<file path="src/rtl/spi_wc_pkg.sv">
package spi_wc_pkg;

    typedef enum logic [2:0] {
        ST_IDLE,
        ST_OPC,
        ST_RADDR,
        ST_WADDR,
        ST_WDATA,
        ST_RDATA,
        ST_SKIP
    } frame_st_e;

    localparam logic [7:0] OPC_WREN  = 8'h06;
    localparam logic [7:0] OPC_WRITE = 8'h12;
    localparam logic [7:0] OPC_READ  = 8'h13;

    typedef struct packed {
        logic rise;
        logic fall;
        logic level;
    } pin_ev_t;

    function automatic logic [7:0] addr_step(input logic [7:0] a);
        return a + 8'd1;
    endfunction

endpackage

</file>
<file path="src/rtl/spi_wc_edge.sv">
module spi_wc_edge
    import spi_wc_pkg::*;
#(
    parameter logic IDLE_LVL = 1'b0
) (
    input  logic    clk,
    input  logic    rst,
    input  logic    din,
    output pin_ev_t ev
);
    logic s1, s2;

    always_ff @(posedge clk) begin
        if (rst) begin
            s1 <= IDLE_LVL;
            s2 <= IDLE_LVL;
        end else begin
            s1 <= din;
            s2 <= s1;
        end
    end

    assign ev.rise  = s1 & ~s2;
    assign ev.fall  = ~s1 & s2;
    assign ev.level = s1;
endmodule

</file>
<file path="src/rtl/spi_wc_wbuf.sv">
module spi_wc_wbuf #(
    parameter int DEPTH = 4,
    localparam int IW = (DEPTH > 1) ? $clog2(DEPTH) : 1,
    localparam int CW = $clog2(DEPTH + 1)
) (
    input  logic          clk,
    input  logic          rst,
    input  logic          clear,
    input  logic          push,
    input  logic [7:0]    push_data,
    input  logic [IW-1:0] rd_idx,
    output logic [7:0]    rd_data,
    output logic [CW-1:0] count
);
    logic [7:0] mem [DEPTH];
    logic       room;

    assign room = (count < CW'(DEPTH));

    always_ff @(posedge clk) begin
        if (rst) begin
            count <= '0;
        end else if (clear) begin
            count <= '0;
        end else if (push && room) begin
            count <= count + CW'(1);
        end
    end

    always_ff @(posedge clk) begin
        if (!clear && push && room) begin
            mem[count[IW-1:0]] <= push_data;
        end
    end

    assign rd_data = mem[rd_idx];
endmodule

</file>
<file path="src/rtl/spi_wc_prog.sv">
module spi_wc_prog #(
    parameter int DEPTH       = 4,
    parameter int PROG_CYCLES = 16,
    localparam int IW = (DEPTH > 1) ? $clog2(DEPTH) : 1,
    localparam int CW = $clog2(DEPTH + 1),
    localparam int PW = $clog2(PROG_CYCLES + 1)
) (
    input  logic          clk,
    input  logic          rst,
    input  logic          start,
    input  logic [CW-1:0] n_bytes,
    input  logic [7:0]    base,
    output logic [IW-1:0] rd_idx,
    output logic          busy,
    output logic          wr_en,
    output logic [7:0]    wr_addr,
    output logic          done
);
    logic          active;
    logic [PW-1:0] cyc;
    logic [CW-1:0] n_q;
    logic [7:0]    base_q;

    assign done = active && (cyc == PW'(PROG_CYCLES - 1));

    always_ff @(posedge clk) begin
        if (rst) begin
            active <= 1'b0;
            cyc    <= '0;
            n_q    <= '0;
            base_q <= '0;
        end else if (!active) begin
            if (start) begin
                active <= 1'b1;
                cyc    <= '0;
                n_q    <= n_bytes;
                base_q <= base;
            end
        end else if (done) begin
            active <= 1'b0;
        end else begin
            cyc <= cyc + PW'(1);
        end
    end

    assign busy    = active;
    assign wr_en   = active && (int'(cyc) < int'(n_q));
    assign wr_addr = base_q + 8'(cyc);
    assign rd_idx  = IW'(cyc);
endmodule

</file>
<file path="src/rtl/spi_wc_slave.sv">
module spi_wc_slave
    import spi_wc_pkg::*;
#(
    parameter int BUF_DEPTH   = 4,
    parameter int PROG_CYCLES = 16,
    localparam int IW = (BUF_DEPTH > 1) ? $clog2(BUF_DEPTH) : 1,
    localparam int CW = $clog2(BUF_DEPTH + 1)
) (
    input  logic       clk,
    input  logic       rst,
    input  logic       sck,
    input  logic       cs_n,
    input  logic       si,
    output logic       so,
    output logic       so_oe,
    output logic [7:0] rd_addr,
    input  logic [7:0] rd_data,
    output logic       wr_en,
    output logic [7:0] wr_addr,
    output logic [7:0] wr_data,
    output logic       busy
);
    pin_ev_t e_sck, e_cs, e_si;

    spi_wc_edge #(.IDLE_LVL(1'b0)) u_sck_ev (.clk(clk), .rst(rst), .din(sck),  .ev(e_sck));
    spi_wc_edge #(.IDLE_LVL(1'b1)) u_cs_ev  (.clk(clk), .rst(rst), .din(cs_n), .ev(e_cs));
    spi_wc_edge #(.IDLE_LVL(1'b0)) u_si_ev  (.clk(clk), .rst(rst), .din(si),   .ev(e_si));

    logic unused_ev;
    assign unused_ev = &{e_sck.level, e_si.rise, e_si.fall};

    frame_st_e     state;
    logic [2:0]    bitcnt;
    logic [6:0]    shin;
    logic [6:0]    txsh;
    logic [7:0]    addr;
    logic [7:0]    wbase;
    logic          wel;
    logic          armed;
    logic          so_q;
    logic [7:0]    byte_in;
    logic          byte_end;
    logic          frame_open;
    logic          buf_push;
    logic          commit;
    logic [IW-1:0] buf_idx;
    logic [CW-1:0] buf_cnt;
    logic          prog_done;

    assign byte_in    = {shin, e_si.level};
    assign byte_end   = e_sck.rise && (bitcnt == 3'd7);
    assign frame_open = e_cs.fall && armed && !busy;
    assign buf_push   = (state == ST_WDATA) && byte_end && !e_cs.rise && !e_cs.fall;
    assign commit     = e_cs.rise && (state == ST_WDATA) && wel
                        && (bitcnt == 3'd0) && (buf_cnt != '0);

    spi_wc_wbuf #(.DEPTH(BUF_DEPTH)) u_wbuf (
        .clk      (clk),
        .rst      (rst),
        .clear    (frame_open),
        .push     (buf_push),
        .push_data(byte_in),
        .rd_idx   (buf_idx),
        .rd_data  (wr_data),
        .count    (buf_cnt)
    );

    spi_wc_prog #(.DEPTH(BUF_DEPTH), .PROG_CYCLES(PROG_CYCLES)) u_prog (
        .clk    (clk),
        .rst    (rst),
        .start  (commit),
        .n_bytes(buf_cnt),
        .base   (wbase),
        .rd_idx (buf_idx),
        .busy   (busy),
        .wr_en  (wr_en),
        .wr_addr(wr_addr),
        .done   (prog_done)
    );

    always_ff @(posedge clk) begin
        if (rst) begin
            state  <= ST_IDLE;
            bitcnt <= '0;
            shin   <= '0;
            txsh   <= '0;
            addr   <= '0;
            wbase  <= '0;
            wel    <= 1'b0;
            armed  <= 1'b0;
            so_q   <= 1'b0;
        end else begin
            if (prog_done) wel <= 1'b0;

            if (e_cs.rise) begin
                armed <= 1'b1;
                state <= ST_IDLE;
            end else if (e_cs.fall) begin
                if (frame_open) begin
                    state  <= ST_OPC;
                    bitcnt <= '0;
                end
            end else if (e_sck.rise && state != ST_IDLE && state != ST_SKIP) begin
                bitcnt <= bitcnt + 3'd1;
                shin   <= {shin[5:0], e_si.level};
                if (bitcnt == 3'd7) begin
                    unique case (state)
                        ST_OPC: begin
                            if (byte_in == OPC_WREN) begin
                                wel   <= 1'b1;
                                state <= ST_SKIP;
                            end else if (byte_in == OPC_WRITE && wel) begin
                                state <= ST_WADDR;
                            end else if (byte_in == OPC_READ) begin
                                state <= ST_RADDR;
                            end else begin
                                state <= ST_SKIP;
                            end
                        end
                        ST_WADDR: begin
                            wbase <= byte_in;
                            state <= ST_WDATA;
                        end
                        ST_RADDR: begin
                            addr  <= byte_in;
                            state <= ST_RDATA;
                        end
                        ST_RDATA: addr <= addr_step(addr);
                        default: ;
                    endcase
                end
            end else if (e_sck.fall && state == ST_RDATA) begin
                if (bitcnt == 3'd0) begin
                    so_q <= rd_data[7];
                    txsh <= rd_data[6:0];
                end else begin
                    so_q <= txsh[6];
                    txsh <= {txsh[5:0], 1'b0};
                end
            end
        end
    end

    assign rd_addr = addr;
    assign so      = so_q;
    assign so_oe   = (state == ST_RDATA) && !e_cs.level;
endmodule

</file>
<file path="config.mk">
export PLATFORM = sky130hd
export DESIGN_NAME = spi_wc_slave
export DESIGN_NICKNAME = d
export VERILOG_FILES = /design/src/rtl/spi_wc_pkg.sv /design/src/rtl/spi_wc_edge.sv /design/src/rtl/spi_wc_wbuf.sv /design/src/rtl/spi_wc_prog.sv /design/src/rtl/spi_wc_slave.sv
export SDC_FILE = /design/constraint.sdc
export NUM_CORES = 1
export LEC_CHECK = 0
export BUFFER_PORTS_ARGS = -buffer_cell sky130_fd_sc_hd__buf_4
export CAP_MARGIN = 20
export CORE_UTILIZATION = 35
export CTS_CLUSTER_SIZE = 14
export DETAILED_ROUTE_END_ITERATION = 10
export HOLD_SLACK_MARGIN = 0.08
export PLACE_DENSITY = 0.49
export SLEW_MARGIN = 40
export SYNTH_ARGS = -nofsm -noshare
export SYNTH_HDL_FRONTEND = slang
export SYNTH_SLANG_ARGS = --single-unit
</file>
<file path="constraint.sdc">
create_clock -name clk -period 2.7 [get_ports clk]
set_input_delay 0 -clock clk [delete_from_list [all_inputs] [get_ports clk]]
set_output_delay 0 -clock clk [all_outputs]
set_load 0.02 [all_outputs]
</file>
# Yosys cells after proc, flatten, opt, wreduce, memory -nomap -nowiden

Memory sizes are Yosys's and may differ from the RTL's. A register that Yosys moved wholly into a read port is not among the register bits.
Cells that the tools add are included.

Add/subtract/negate cells: 5
Multipliers: 0
Div/mod/pow operators: 0
$lt $le $gt $ge: 2
Equal/unequal tests: 13
Shift operators: 0
Multiplexer cells: 31
Bitwise logic cells: 12
Reductions and logical operators: 43

Operators with widths:

| kind                                          | number |
|---|---|
| two-way mux 3 bit                             | 10 |
| logical AND 1 bit                             | 20 |
| == test 8 x 5 -> 1 bit, second input constant | 2 |
| one-hot mux 8 bit (2 select lines)            | 1 |
| two-way mux 5 bit                             | 3 |
| two-way mux 1 bit                             | 13 |
| AND reduction 5 bit                           | 2 |
| == test 3 bit, second input constant          | 3 |
| one-hot mux 3 bit (3 select lines)            | 1 |
| adder 8 x 1 -> 8 bit, second input constant   | 1 |
| adder 8 x 5 -> 8 bit                          | 1 |
| == test 8 x 3 -> 1 bit, second input constant | 1 |
| inverter 1 bit                                | 8 |
| AND reduction 4 bit                           | 2 |
| nonzero test 2 bit                            | 4 |
| two-way mux 7 bit                             | 1 |
| adder 3 x 1 -> 3 bit, second input constant   | 2 |
| == test 3 x 2 -> 1 bit, second input constant | 2 |
| AND reduction 3 bit                           | 2 |
| nonzero test 3 bit                            | 2 |
| adder 5 x 1 -> 5 bit, second input constant   | 1 |
| == test 5 x 4 -> 1 bit, second input constant | 1 |
| logical NOT 1 bit                             | 5 |
| less-than comparator 5 x 3 -> 1 bit           | 1 |
| 11 further kinds                              | 17 |

Bits in registers: 64
Latch bits: 0
RAM bits: 32
Memory bits (read-only): 0
Input port bits: 13
Logic and storage cells: 126
Memories: 1

Memories:

| name       | depth | width | rd ports | clocked after memory_dff | write ports | RTL line          | source |
|---|---|---|---|---|---|---|---|
| u_wbuf.mem | 4     | 8     | 1        | 1                        | 1           | spi_wc_wbuf.sv:15 | `logic [7:0] mem [DEPTH];` |

# Longest topological paths before layout

Depth after elaboration: 10
Gate-level depth with buffers: 9

# Cells and area by module

Synthesis repeated with hierarchy kept, for this count alone.

Cell total of the unflattened synthesis: 433
Area total of the unflattened synthesis: 4475.5 um2

Modules (own cells, without submodules):

| module                      | times used | cells each | area each (um2) |
|---|---|---|---|
| spi_wc_slave                | 1          | 227        | 1941.9 |
| spi_wc_wbuf                 | 1          | 63         | 1352.5 |
| spi_wc_prog                 | 1          | 122        | 962.2 |
| spi_wc_edge at u_sck_ev ... | 2          | 7          | 72.6 |
| spi_wc_edge at u_cs_ev      | 1          | 7          | 73.8 |

# Least setup slack after synthesis

No wires, ideal clock.

Kind: reg-to-reg
Start: register u_cs_ev.s2
End: memory u_wbuf.mem[0][0], enable pin
Arrival time: 1.763 ns
Data required time: 2.368 ns
Slack: 0.605 ns
Stages on the path, launching flop included: 7
Cells stage by stage: dfxtp_1 inv_1 ha_1 buf_2 or2_2 nor4b_4 and2_1

RTL lines:

| what                   | RTL line          | source |
|---|---|---|
| start, declared        | spi_wc_edge.sv:11 | `logic s1, s2;` |
| start signal, assigned | spi_wc_edge.sv:16 | `s2 <= IDLE_LVL;` |
| start signal, assigned | spi_wc_edge.sv:19 | `s2 <= s1;` |
| end, declared          | spi_wc_wbuf.sv:15 |  |

# Worst setup path after layout

Start: register u_prog.cyc[2]
End: output wr_addr[7]

Longest elaborated chain between the ends: 1

RTL lines:

| what                   | RTL line           | source |
|---|---|---|
| start, declared        | spi_wc_prog.sv:20  | `logic [PW-1:0] cyc;` |
| start signal, assigned | spi_wc_prog.sv:42  | `cyc <= cyc + PW'(1);` |
| adder 8 x 5 -> 8 bit   | spi_wc_prog.sv:48  | `assign wr_addr = base_q + 8'(cyc);` |
| end, declared          | spi_wc_slave.sv:19 | `output logic [7:0] wr_addr,` |

No other way between the ends.

==> impl_results.md <==
* Final Instance Area at roughly 5400 sq um
* Vias per Instance at 4.881
* Cts bufs inserted at 9
* Largest net degree at the start of global routing at 65
* Post-DP HPWL at around 6.5 mm
* Ys flop type: dfxtp_1
* CP max FO at 6
* Mapped Cells at about 410
* Syn Area/Cell at 10.99 sq um
* # rows at a little over 40
* VDD IR-drop max at approximately 0.00034 V
* Final hold vios at 0
* F_max at around 0.42 GHz
* Ant diodes at 0
* Sw Share at 0.2251
* Post-CTS setup buffer count at 0
* LEAKAGE at ~2.0 nW
* Area grow syn2layout at 19.16%
* Logic pwr share at 0.024
* Critical Path Start Type: register
* Clock Sinks at 98
* DP Area at between 5000 and 6000 sq um
* Flops & latches, synth at between 90 and 100
* Placed Instances at roughly 610
* Post-synth EDFFs at 32
* I/O pins at 41
* Post-layout nets at approximately 500
* Mapped cell area at around 4500 sq um
* Yosys warnings at 0
* Period utilization at 0.8723
* 1st-pass router iterations at 4
* P_int at about 0.0022 W
* Hold slack at 0.1778 ns
* Clock Path Buffers at 2
* CTS resizes at 0
* Global placer's final weighted congestion at ~0.74
* Hold crit path type: primary input to register
* Worst path required time at 2.70 ns
* Slew Limit Headroom at 0.5320
* Vias in the first global route at a little under 3000
* Final WL at around 9.7 mm
* RSZ-0062 raised after global routing: false
* Die Area at 13430 sq um
* Min Tclk post-route at about 2.4 ns
* Library cells used by synthesis at 58
* PortBufs at 40
* Met3 GRT Util at 0.03400
* Non-filler cells, final at roughly 640
* Gr busiest metal: met2
* First-pass GRT wire length at between 15 and 20 mm
* Die Ht at 115.9 microns
* Most common cell after layout, fill and taps aside: dfxtp_1
* H-tree depth at 3
* Layout cell share with drive strength beyond 1 at 0.1855
* Number of antenna violations at the first check in global routing at 0
* CTS tree: yes
* Max-Cap Viols at 0
* Fin Clk Skew at roughly 0.0073 ns
* Final setup viols at 0
* Pwr dens at approximately 520 nW/um^2
* DRT antenna net count at 0
* Grt met2 use at 0.2365
* Initial cell density of the core at 0.3597
* Most frequent cells in the layout: dfxtp_1 (66), nor2_1 (54), buf_4 (48), mux2i_1 (37), edfxtp_1 (32)
* Switching Power at approximately 0.00064 W
* Worst Max-Slew Pin Slew at between 0.7 and 0.8 ns
* Setup TNS Final at 0 ns
* Arrival @ worst endpoint at ~2.4 ns
* Crit path kind: register to output pin
* Max Slew Vio Count at 0
* Critical path's slowest cell: or4b_2
* GR Util met1 at 0.2084
* Worst-path clk slew at around 0.070 ns
* Power share of the clock group at 0.438
* Flop pwr share at 0.539
* Drt drc at 0
* Mapped Nets at between 400 and 500
* Cell family with most CP delay: simple AND/OR/NAND/NOR gates
* Async set-reset flop share out of synthesis at 0
* Core Box Area at roughly 13000 sq um
* CP Buf/Inv Count at 1
* Hold buffers post-CTS at 11
* Clk_lat worst skew at 0.34 ns
* CP cell instances: ha_1 > nand2_1 > o21ai_0 > or4b_2 > o311ai_0 > buf_4
* Fillers at between 1000 and 1500
* GR Overflow Total at 0
* Sequential fraction of the synthesis area at 0.5028
* Crit. End Element: output pin
* Status: complete, no violations
* Routed wire per std cell at 15.14 microns
* Via count at approximately 3100
* Die width at 115.9 microns
* First DRT Iteration DRCs at ~200
* Clk root buf: clkbuf_16
* GR Util All Layers at 0.1536
* Delay of the slowest cell on the worst path at between 0.6 and 0.7 ns
[power by group through the flow]
| stage | registers (W) | clock network [W] | logic (W) |
|---|---|---|---|
| finish | 0.00152 | 0.00124 | 0.0000667 |
| global placement | 0.00156 | 0 | 0.0000542 |
| CTS | 0.00152 | 0.00127 | 0.0000673 |
| floorplan | 0.00155 | 0 | 0.0000339 |
| detailed placement | 0.00156 | 0 | 0.0000542 |
| global route | 0.00152 | 0.00133 | 0.0000733 |
[state kept, by name (all words and copies together), names as in the netlist, 3 cells and up, named ones only]
| register | flops |
|---|---|
| u_wbuf.mem | 32 |
| rd_addr | 8 |
| u_prog.base_q | 8 |
| wbase | 8 |
| shin | 7 |
| txsh | 7 |
| u_prog.cyc | 5 |
| bitcnt | 3 |
| state | 3 |
| u_prog.n_q | 3 |
| u_wbuf.count | 3 |
[kinds of logic after synthesis]
logic type | Yosys count | share of synthesized area
AO/OA/AOI/OAI | 62 | 0.09427
XOR/XNOR | 7 | 0.01351
adder cells (fa/ha/maj) | 20 | 0.05678
buffers and inverters | 38 | 0.03776
flip-flops | 98 | 0.5028
multiplexers | 45 | 0.1213
AND/OR/NAND/NOR | 143 | 0.1737
[cells in the mapped netlist, drive strengths merged, types with 6 or more instances]
cell type,count,share of area
a211oi,13,0.023
a21oi,16,0.018
and2,6,0.0083
buf,9,0.014
clkbuf,10,0.0083
dfxtp,66,0.29
edfxtp,32,0.21
ha,19,0.052
inv,19,0.016
mux2i,37,0.082
mux4,8,0.040
nand2,18,0.015
nand2b,6,0.0083
nand3,8,0.0088
nor2,54,0.045
nor2b,7,0.0096
nor3,8,0.011
nor3b,7,0.012
o21ai,11,0.012
[final cells by class]
cell class / instances / area, sq um / share of cell area
Clock inverter: 7 / 58.81 / 0.01087
Timing Repair Buffer: 59 / 470.5 / 0.08698
Clock buffer: 9 / 225.2 / 0.04164
Sequential cell: 98 / 2282 / 0.4219
Inverter: 19 / 71.32 / 0.01319
Multi-Input combinational cell: 277 / 2086 / 0.3856
Tap cell: 172 / 215.2 / 0.03979
[stage by stage]
| stage | util | worst slack, ns | total power [W] |
|---|---|---|---|
| 3_5_place_dp | 0.3974 | 0.3900 | 0.001611 |
| 2_1_floorplan | - | 0.6052 | 0.001588 |
| 6_report | 0.4286 | 0.3448 | 0.002827 |
| 3_3_place_gp | 0.3974 | 0.4270 | 0.001611 |
| 4_1_cts | 0.4286 | 0.3104 | 0.002864 |
| 5_1_grt | 0.4286 | 0.1529 | 0.002930 |
[layer usage]
layer / vias up / share of wire / routed length (microns)
li1: 1592 / - / -
met1: 1466 / 0.51 / 4952
met2: 58 / 0.44 / 4298
met3: 13 / 0.028 / 274
met4: 0 / 0.019 / 180
met5: - / 0 / 0
[path summary, 6_finish.rpt]
kind	start	to	slack [ns]	cells after the start
max	u_prog.cyc[2]$_SDFFE_PP0P_	wr_addr[7]	0.34	6
min	rst	shin[5]$_SDFFE_PP0P_	0.18	2
max reg2reg	u_cs_ev.s1$_SDFF_PP1_	u_wbuf.mem[0][0]$_DFFE_PP_	0.41	5
min reg2reg	txsh[0]$_SDFFE_PP0P_	txsh[0]$_SDFFE_PP0P_	0.47	2
[worst register-to-register path, stage by stage (launching register included)]
cell and delay [ns]:
dfxtp_1 0.36, inv_1 0.07, ha_1 0.24, or2_2 0.37
nor4b_4 0.47, and2_1 0.44
Note: power is estimated with default switching activity, not from simulation.
